==> src/rtl/wake_edge_pkg.sv <==
// Shared definitions for the wake-up edge status register.
// Assumes: one register per instance, byte addressing on the access port.
package wake_edge_pkg;

    // Decoded kind of access in a given cycle.
    typedef enum logic [1:0] {
        BUS_IDLE  = 2'd0,
        BUS_READ  = 2'd1,
        BUS_WRITE = 2'd2
    } bus_op_e;

    // Default geometry of the block.
    localparam int unsigned PINS_DEFAULT   = 16;
    localparam int unsigned DATA_W_DEFAULT = 32;
    localparam int unsigned ADDR_W_DEFAULT = 8;
    localparam int unsigned STAGES_DEFAULT = 2;

endpackage

==> src/rtl/wes_sync.sv <==
// Pin synchronizer for the wake edge status register.
// Brings WIDTH asynchronous pins into the clock domain through STAGES flops.
// Also keeps a one-cycle-delayed copy of the synchronized value for edge
// comparison. 'primed' rises once the synchronized value and its delayed copy
// both hold real pin samples, so levels present at reset are not taken as edges.
// Assumes: synchronous active-low reset; STAGES >= 2.
module wes_sync #(
    parameter int unsigned WIDTH  = 16,
    parameter int unsigned STAGES = 2
) (
    input  logic             clk,
    input  logic             rst_n,
    input  logic [WIDTH-1:0] din,
    output logic [WIDTH-1:0] sync_q,
    output logic [WIDTH-1:0] prev_q,
    output logic             primed
);

    localparam int unsigned FILL  = STAGES + 1;
    localparam int unsigned CNT_W = $clog2(FILL + 1);

    logic [WIDTH-1:0] stage_q [STAGES];
    logic [CNT_W-1:0] fill_q;

    genvar g;
    generate
        for (g = 0; g < STAGES; g++) begin : g_stage
            if (g == 0) begin : g_first
                // Capture the raw pin levels.
                always_ff @(posedge clk) begin
                    if (!rst_n) stage_q[g] <= '0;
                    else        stage_q[g] <= din;
                end
            end else begin : g_next
                // Pass the sample one flop further down the chain.
                always_ff @(posedge clk) begin
                    if (!rst_n) stage_q[g] <= '0;
                    else        stage_q[g] <= stage_q[g-1];
                end
            end
        end
    endgenerate

    assign sync_q = stage_q[STAGES-1];

    // Hold the previous synchronized value for edge comparison.
    always_ff @(posedge clk) begin
        if (!rst_n) prev_q <= '0;
        else        prev_q <= sync_q;
    end

    // Count cycles since reset until the whole pipeline holds pin samples.
    always_ff @(posedge clk) begin
        if (!rst_n)                           fill_q <= '0;
        else if (fill_q != CNT_W'(FILL))      fill_q <= fill_q + 1'b1;
    end

    assign primed = (fill_q == CNT_W'(FILL));

endmodule

==> src/rtl/wes_edge_qual.sv <==
// Edge qualification for the wake edge status register.
// Per pin: flags a rising or falling transition between the delayed and the
// current synchronized value, and keeps it only if the pin is a wake source
// and the matching edge enable is set. Purely combinational.
// Assumes: inputs come from wes_sync; primed gates out pre-fill transitions.
module wes_edge_qual #(
    parameter int unsigned WIDTH = 16
) (
    input  logic [WIDTH-1:0] sync_q,
    input  logic [WIDTH-1:0] prev_q,
    input  logic             primed,
    input  logic [WIDTH-1:0] wake_en,
    input  logic [WIDTH-1:0] rise_en,
    input  logic [WIDTH-1:0] fall_en,
    output logic [WIDTH-1:0] set_vec
);

    genvar i;
    generate
        for (i = 0; i < WIDTH; i++) begin : g_pin
            logic went_up;
            logic went_down;

            // Classify the transition seen on this pin in this cycle.
            always_comb begin
                went_up   = sync_q[i] & ~prev_q[i];
                went_down = ~sync_q[i] & prev_q[i];
            end

            // Keep only transitions the masks ask for.
            always_comb begin
                set_vec[i] = primed & wake_en[i] &
                             ((rise_en[i] & went_up) | (fall_en[i] & went_down));
            end
        end
    endgenerate

endmodule

==> src/rtl/wes_status_reg.sv <==
// Sticky status bits for the wake edge status register.
// A bit is set by set_vec and cleared by clr_vec; set has priority so an edge
// arriving with a clear is kept. Any of the three reset inputs empties it.
// Assumes: all resets synchronous and active low.
module wes_status_reg #(
    parameter int unsigned WIDTH = 16
) (
    input  logic             clk,
    input  logic             rst_n,
    input  logic             wdt_rst_n,
    input  logic             gpio_rst_n,
    input  logic [WIDTH-1:0] set_vec,
    input  logic [WIDTH-1:0] clr_vec,
    output logic [WIDTH-1:0] status_q
);

    logic any_rst;

    // Merge the independent reset sources.
    always_comb begin
        any_rst = ~rst_n | ~wdt_rst_n | ~gpio_rst_n;
    end

    // Update the sticky bits: reset, then set over clear.
    always_ff @(posedge clk) begin
        if (any_rst) status_q <= '0;
        else         status_q <= (status_q & ~clr_vec) | set_vec;
    end

endmodule

==> src/rtl/wake_edge_status.sv <==
// Wake-up GPIO edge status register, top level.
// Synchronizes the pins, qualifies edges against the three masks, keeps the
// sticky status and serves a single-cycle strobe port at REG_OFFSET.
// Read data is registered (valid the cycle after the strobe); reserved bits
// read zero; written ones clear status bits; wake_req is the OR of status.
// Assumes: masks are driven from registers elsewhere; synchronous active-low resets.
module wake_edge_status
    import wake_edge_pkg::*;
#(
    parameter int unsigned     NUM_PINS    = PINS_DEFAULT,
    parameter int unsigned     DATA_W      = DATA_W_DEFAULT,
    parameter int unsigned     ADDR_W      = ADDR_W_DEFAULT,
    parameter int unsigned     SYNC_STAGES = STAGES_DEFAULT,
    parameter logic [ADDR_W-1:0] REG_OFFSET = 8'h18
) (
    input  logic                clk,
    input  logic                rst_n,
    input  logic                wdt_rst_n,
    input  logic                gpio_rst_n,
    input  logic [NUM_PINS-1:0] gpio_in,
    input  logic [NUM_PINS-1:0] wake_en,
    input  logic [NUM_PINS-1:0] rise_en,
    input  logic [NUM_PINS-1:0] fall_en,
    input  logic                bus_sel,
    input  logic                bus_we,
    input  logic [ADDR_W-1:0]   bus_addr,
    input  logic [DATA_W-1:0]   bus_wdata,
    output logic [DATA_W-1:0]   bus_rdata,
    output logic                wake_req
);

    localparam int unsigned RSV_W = DATA_W - NUM_PINS;

    bus_op_e             op;
    logic [NUM_PINS-1:0] sync_q;
    logic [NUM_PINS-1:0] prev_q;
    logic                primed;
    logic [NUM_PINS-1:0] set_vec;
    logic [NUM_PINS-1:0] clr_vec;
    logic [NUM_PINS-1:0] status_q;
    logic                unused_rsv_wdata;

    // Decode the access kind for this cycle.
    always_comb begin
        op = BUS_IDLE;
        if (bus_sel && (bus_addr == REG_OFFSET)) begin
            op = bus_we ? BUS_WRITE : BUS_READ;
        end
    end

    // Ones in the low write data become clear requests.
    always_comb begin
        clr_vec = (op == BUS_WRITE) ? bus_wdata[NUM_PINS-1:0] : '0;
    end

    // Reserved write bits are accepted and dropped.
    assign unused_rsv_wdata = ^bus_wdata[DATA_W-1:NUM_PINS];

    wes_sync #(
        .WIDTH  (NUM_PINS),
        .STAGES (SYNC_STAGES)
    ) u_sync (
        .clk    (clk),
        .rst_n  (rst_n),
        .din    (gpio_in),
        .sync_q (sync_q),
        .prev_q (prev_q),
        .primed (primed)
    );

    wes_edge_qual #(
        .WIDTH (NUM_PINS)
    ) u_qual (
        .sync_q  (sync_q),
        .prev_q  (prev_q),
        .primed  (primed),
        .wake_en (wake_en),
        .rise_en (rise_en),
        .fall_en (fall_en),
        .set_vec (set_vec)
    );

    wes_status_reg #(
        .WIDTH (NUM_PINS)
    ) u_status (
        .clk        (clk),
        .rst_n      (rst_n),
        .wdt_rst_n  (wdt_rst_n),
        .gpio_rst_n (gpio_rst_n),
        .set_vec    (set_vec),
        .clr_vec    (clr_vec),
        .status_q   (status_q)
    );

    // Register read data; zero outside a matching read.
    always_ff @(posedge clk) begin
        if (!rst_n)              bus_rdata <= '0;
        else if (op == BUS_READ) bus_rdata <= {{RSV_W{1'b0}}, status_q};
        else                     bus_rdata <= '0;
    end

    // Request wake-up while any status bit is held.
    assign wake_req = |status_q;

endmodule

==> config.mk <==
export PLATFORM = sky130hd
export DESIGN_NAME = wake_edge_status
export DESIGN_NICKNAME = d
export VERILOG_FILES = /design/src/rtl/wake_edge_pkg.sv /design/src/rtl/wes_sync.sv /design/src/rtl/wes_edge_qual.sv /design/src/rtl/wes_status_reg.sv /design/src/rtl/wake_edge_status.sv
export SDC_FILE = /design/constraint.sdc
export NUM_CORES = 1
export LEC_CHECK = 0
export BUFFER_PORTS_ARGS = -buffer_cell sky130_fd_sc_hd__clkbuf_2
export CAP_MARGIN = 20
export CORE_AREA = 2 2 91 93
export CTS_CLUSTER_SIZE = 16
export DETAILED_ROUTE_END_ITERATION = 10
export DIE_AREA = 0 0 93 95
export GPL_ROUTABILITY_DRIVEN = 0
export PLACE_DENSITY = 0.69
export SLEW_MARGIN = 20
export SYNTH_ARGS = -nofsm -noshare
export SYNTH_HDL_FRONTEND = slang
export SYNTH_SLANG_ARGS = --single-unit
==> constraint.sdc <==
create_clock -name clk -period 1.8 [get_ports clk]
set_input_delay 0.27 -clock clk [delete_from_list [all_inputs] [get_ports clk]]
set_output_delay 0.27 -clock clk [all_outputs]
set_load 0.02 [all_outputs]
==> flow_summary_export.csv, run 1 <==
group,metric,value,unit
finish,stdcell_area,3860,sq um
global_route,use_met2,25.1,%
finish,antenna-diode-count,0,
cts,cts_setup_buffers,0,
hold_path,min_from,"gpio_in[8]",
synthesis,syn_inst,310,
drt,ant_nets,0,
die,pin_count,143,
cts,cts_buffers,9,
sta,fin_crit,1.64,ns
sta,skew,0.00448,ns
die,core-area,7930,sq um
global_route,grt-busiest-layer,"met2",
synthesis,synth_cell_type_count,23,
placement,place_area,3680,sq um
placement,hpwl,4950,um
synthesis,synth.area.top_cells,"dfxtp_1, and2_1, and3b_1, nor4_1, buf_4",
finish,area_growth,25.2,%
flow_run,cap_violations,0,
synthesis,async_flop_share,0,%
global_route,grt_pass1_wl,9760,um
synthesis,synth-seq-cells,82,
die,std_cell_rows,33,
synthesis,yosysSeqAreaShare,53.2,%
synthesis,synth_top_area_share,53.2,%
global_route,grt_max_degree,31,
hold_path,hold_depth,2,
sta,fmaxAchievable,609,MHz
setup_path,cp_data_arrival_time,1.37,ns
global_route,grt_pass1_vias,2182,
synthesis,avgSynthCellArea,9.95,sq um
drt,drt_iter0_markers,47,
synthesis,synth_most_common_cell,"dfxtp_1",
setup_path,crit_path_start,"u_status.status_q[2]",
drt,vias,2348,
cts,cts_hold_buffers,0,
sta,fin_crit_sh,91.3,%
synthesis,yosys.area.top_type,"dfxtp_1",
hold_path,hold_class,"input pin to flip-flop",
placement,pre_cts_slack,0.0534,ns
drt,drt_wl_total,6320,um
pwr,p_leak,1.84,nW
sta,worst_slack,0.157,ns
synthesis,synthFlopType,"dfxtp_1",
global_route,use_met3,5.27,%
setup_path,ff2ff_path_depth,4,
finish,drive_above_1_share,31.4,%
drt,routedWlPerCell,12.0,um
sta,finalSetupViolCount,0,
cts,htree_levels,3,
finish,final_nets,530,
die,fp.dieH,95,um
setup_path,worstPathRequired,1.53,ns
die,dieArea,8840,sq um
pwr,finalPower,3.39,mW
status,status,"complete, no violations",
cts,clkLatencyLatePin,0.34,ns
global_route,grt_use_total,14.4,%
cts,clk_path_buf_depth,2,
setup_path,startpoint_type,"flip-flop",
placement,portBuffers,110,
drt,drt_pre_antenna_iters,4,
global_route,grt_use_met1,16.0,%
sta,slew_headroom,59.8,%
cts,cts-resized-gates,0,
setup_path,cp_max_fo,3,
cts,cts_tree,"built",
global_route,grt_overflow,0,
drt,drc,0,
synthesis,synthTopCellsByCount,"dfxtp_1, and2_1, and3b_1, nand2_1, nor4_1",
synthesis,ys_warn_count,0,
die,initial_core_util,38.9,%
cts,root_buffer,"clkbuf_8",
setup_path,worst-setup-path-type,"flip-flop to primary output",
die,die_x,93,um
global_route,antenna_found_initial,0,
pwr,ir_drop,0.470,mV
sta,worst_slew_pin_slew,0.603,ns
cts,cts_sinks,82,
sta,rsz0062_at_grt,"false",
pwr,p_per_area,878,nW/um^2
synthesis,netlist_area,3090,sq um
finish,stdcell_count,528,
sta,setup_tns,0,ns
cts,clkSlewWorstSetupHoldPaths,0.08,ns
placement,dp_cells,513,
synthesis,synth_edf_count,0,
drt,via_per_inst,4.45,
sta,final_max_slew_viol_count,0,
sta,hold_violations,0,
setup_path,r2r_start,"u_sync.fill_q[0]",
setup_path,crit_path_end_kind,"primary output",
per-stage QoR:
step	util [%]	hold slack, ns
5_1_grt	48.7	0.112
3_5_place_dp	46.4	0.417
2_1_floorplan	-	0.397
4_1_cts	48.7	0.110
3_3_place_gp	46.4	0.415
6_report	48.7	0.127
metal layers:
| metal | wire length (um) | part of all wire, % |
|---|---|---|
| met3 | 390 | 6.2 |
| met2 | 3240 | 51 |
| met4 | 79 | 1.2 |
| met1 | 2610 | 41 |
| met5 | 0 | 0 |
final timing paths:
kind | endpoint | slack [ns]
setup / recovery | wake_req | 0.16
hold / removal | u_sync.stage_q[0][8] | 0.13
setup reg to reg | u_status.status_q[5] | 0.21
hold reg to reg | u_sync.stage_q[1][12] | 0.43
worst max-delay path, stage by stage, from the launching register on:
cell      delay (ns)
dfxtp_1         0.34
nor4_1          0.36
nand4_1         0.16
clkbuf_2        0.19
where the power goes:
group	internal (mW)	switching, mW
clock	0.631	0.620
sequential	1.87	0.0206
combinational	0.134	0.122
total	2.63	0.763
cells in the final DEF, fill, tap and decap left out, types with 2 or more instances in the layout:
cell,n
o211ai_1,16
dfxtp_1,82
buf_4,7
nor4_1,20
and3b_1,32
o21ai_0,16
nand2b_1,2
conb_1,16
clkinv_2,2
nand2_1,32
and2_1,65
clkbuf_8,9
clkbuf_2,110
cell families (layout without fill, tap and decap cells):
| family | count (synthesis) | count (layout) | share of synthesized area (%) |
|---|---|---|---|
| XOR/XNOR | 1 | 1 | 0.284 |
| AND/OR/NAND/NOR | 158 | 158 | 32.8 |
| buffers and inverters | 34 | 132 | 6.37 |
| other | 1 | 16 | 0.122 |
| flip-flops | 82 | 82 | 53.2 |
| adder cells (fa/ha/maj) | 1 | 1 | 0.405 |
| AO/OA/AOI/OAI | 32 | 32 | 6.49 |
| multiplexers | 1 | 1 | 0.324 |
sequential cells by signal, summed over array words and instances, names as in the netlist:
name / cells
u_status.status_q: 16
u_sync.prev_q: 16
u_sync.stage_q: 32
bus_rdata: 16
u_sync.fill_q: 2
final cells by class:
class,instances,area [sq um]
Timing Repair Buffer,117,603
Clock buffer,10,128
Multi-Input combinational cell,209,1300
Clock inverter,5,56.3
Fill cell,788,4060
Sequential cell,82,1640
Tap cell,105,131
No activity file was read; power rests on OpenSTA's default activity.
==> run 2: changes to the inputs <==
--- a/config.mk
+++ b/config.mk
@@ -8,6 +8,7 @@
 export BUFFER_PORTS_ARGS = -buffer_cell sky130_fd_sc_hd__clkbuf_2
 export CAP_MARGIN = 20
 export CORE_AREA = 2 2 91 93
+export CTS_BUF_LIST = sky130_fd_sc_hd__clkbuf_8 sky130_fd_sc_hd__clkbuf_16
 export CTS_CLUSTER_SIZE = 16
 export DETAILED_ROUTE_END_ITERATION = 10
 export DIE_AREA = 0 0 93 95
==> run 2 against run 1 <==
Compared with the run above:
- critical endpoint unchanged
- sequential cell count unchanged
- highest routed layer unchanged
- largest cell class unchanged
- global-route usage is the same
- routed wire length unchanged
- clock-buffer cell count decreased by 1
- non-clock buffer count unchanged
- clock skew about the same
- critical path depth is the same
- die area is the same
==> flow_summary_export.csv, run 2 (synthesized netlist as in run 1, its figures left out) <==
group,metric,value,unit
status,status,"complete, no violations",
finish,final_nets,530,
placement,portBuffers,110,
pwr,p_per_area,877,nW/um^2
finish,largest_register_ffs,32,
setup_path,startpoint_type,"flip-flop",
pwr,p_leak,1.84,nW
drt,routedWlPerCell,12.0,um
setup_path,crit_path_end_kind,"primary output",
cts,cts_hold_buffers,0,
global_route,grt_overflow,0,
setup_path,cp_data_arrival_time,1.37,ns
placement,place_area,3680,sq um
sta,setup_tns,0,ns
finish,top_register,"u_sync.stage_q",
finish,layout_common_cells,"clkbuf_2, dfxtp_1, and2_1, nand2_1, and3b_1",
sta,worst_slew_pin_slew,0.603,ns
placement,dp_cells,513,
flow_run,cap_violations,0,
global_route,grt_use_total,14.4,%
drt,drt_wl_total,6320,um
pwr,ir_drop,0.470,mV
setup_path,worst-setup-path-type,"flip-flop to primary output",
die,std_cell_rows,33,
die,die_x,93,um
finish,drive_above_1_share,31.4,%
finish,n_fill_cell,788,
sta,slew_headroom,59.8,%
cts,cts-resized-gates,0,
sta,final_max_slew_viol_count,0,
drt,ant_nets,0,
sta,fin_crit,1.64,ns
die,dieArea,8840,sq um
drt,drc,0,
cts,clkSlewWorstSetupHoldPaths,0.08,ns
sta,skew,0.00448,ns
die,fp.dieH,95,um
sta,fin_crit_sh,91.3,%
drt,drt_pre_antenna_iters,4,
die,pin_count,143,
global_route,grt_max_degree,31,
cts,clkLatencyLatePin,0.34,ns
finish,layout_commonest_cell,"clkbuf_2",
setup_path,critPathMaxStageDelay,0.36,ns
cts,cts_tree,"built",
cts,cts_setup_buffers,0,
drt,via_per_inst,4.45,
global_route,antenna_found_initial,0,
cts,clk_path_buf_depth,2,
placement,hpwl,4950,um
finish,seq_area,1640,sq um
cts,htree_levels,3,
cts,cts_sinks,82,
global_route,grt_pass1_vias,2182,
finish,stdcell_area,3860,sq um
pwr,finalPower,3.39,mW
global_route,grt_pass1_wl,9760,um
finish,final_core_util,48.7,%
die,core-area,7930,sq um
setup_path,worstPathRequired,1.53,ns
sta,rsz0062_at_grt,"false",
die,initial_core_util,38.9,%
finish,multi_input_area,1300,sq um
cts,cts_buffers,9,
finish,area_growth,25.2,%
sta,hold_violations,0,
setup_path,cp_slowest_cell,"nor4_1",
drt,drt_iter0_markers,47,
sta,fmaxAchievable,609,MHz
hold_path,hold_class,"input pin to flip-flop",
cts,root_buffer,"clkbuf_8",
finish,stdcell_count,528,
sta,finalSetupViolCount,0,
finish,antenna-diode-count,0,
setup_path,path_cells,"nor4_1 -> nand4_1 -> clkbuf_2",
drt,vias,2350,
setup_path,cp_max_fo,3,
==> run 2: cell types whose count changed in the layout (fill, tap and decap cells not counted), sizes merged <==
cell,previous run,this run
inv,0,1
clkbuf,120,119
==> run 2: worst paths after layout <==
kind	start	to	slack [ns]	cells after the start
max reg2reg	u_sync.fill_q[0]	u_status.status_q[5]	0.21	4
min	gpio_in[8]	u_sync.stage_q[0][8]	0.13	2
min reg2reg	u_sync.stage_q[0][12]	u_sync.stage_q[1][12]	0.43	1
max	u_status.status_q[2]	wake_req	0.16	3
==> run 2: routing by layer <==
layer	GRT usage, %	routed length, um	vias to the layer above
met1	16.0	2600	1037
met2	25.1	3240	66
met4	6.00	79	0
met3	5.27	398	6
li1	-	-	1241
met5	0	0	-
==> run 2: metrics by stage <==
step / setup slack, ns / hold WS (ns)
after floorplan: 0.199 / 0.397
after global placement: 0.0859 / 0.415
after detailed placement: 0.0534 / 0.417
after CTS: 0.0644 / 0.110
after global routing: 0.0243 / 0.112
final: 0.157 / 0.127
==> run 2: cell type report <==
class / instances / area share (%)
Clock buffer: 9 / 3.21
Multi-Input combinational cell: 209 / 33.7
Tap cell: 105 / 3.40
Clock inverter: 6 / 1.55
Timing Repair Buffer: 117 / 15.6
Sequential cell: 82 / 42.5
==> run 2: worst max-delay path, delay by kind of cell, from the launching register on <==
| kind | cells | cell delay (ns) |
|---|---|---|
| buffers and inverters | 1 | 0.19 |
| and+or+nand+nor | 2 | 0.52 |
| DFF | 1 | 0.34 |
==> run 2: report_power, final <==
group	internal [mW]	switching (mW)
Combinational	0.134	0.122
Sequential	1.87	0.0206
Clock	0.625	0.621
Total	2.63	0.763
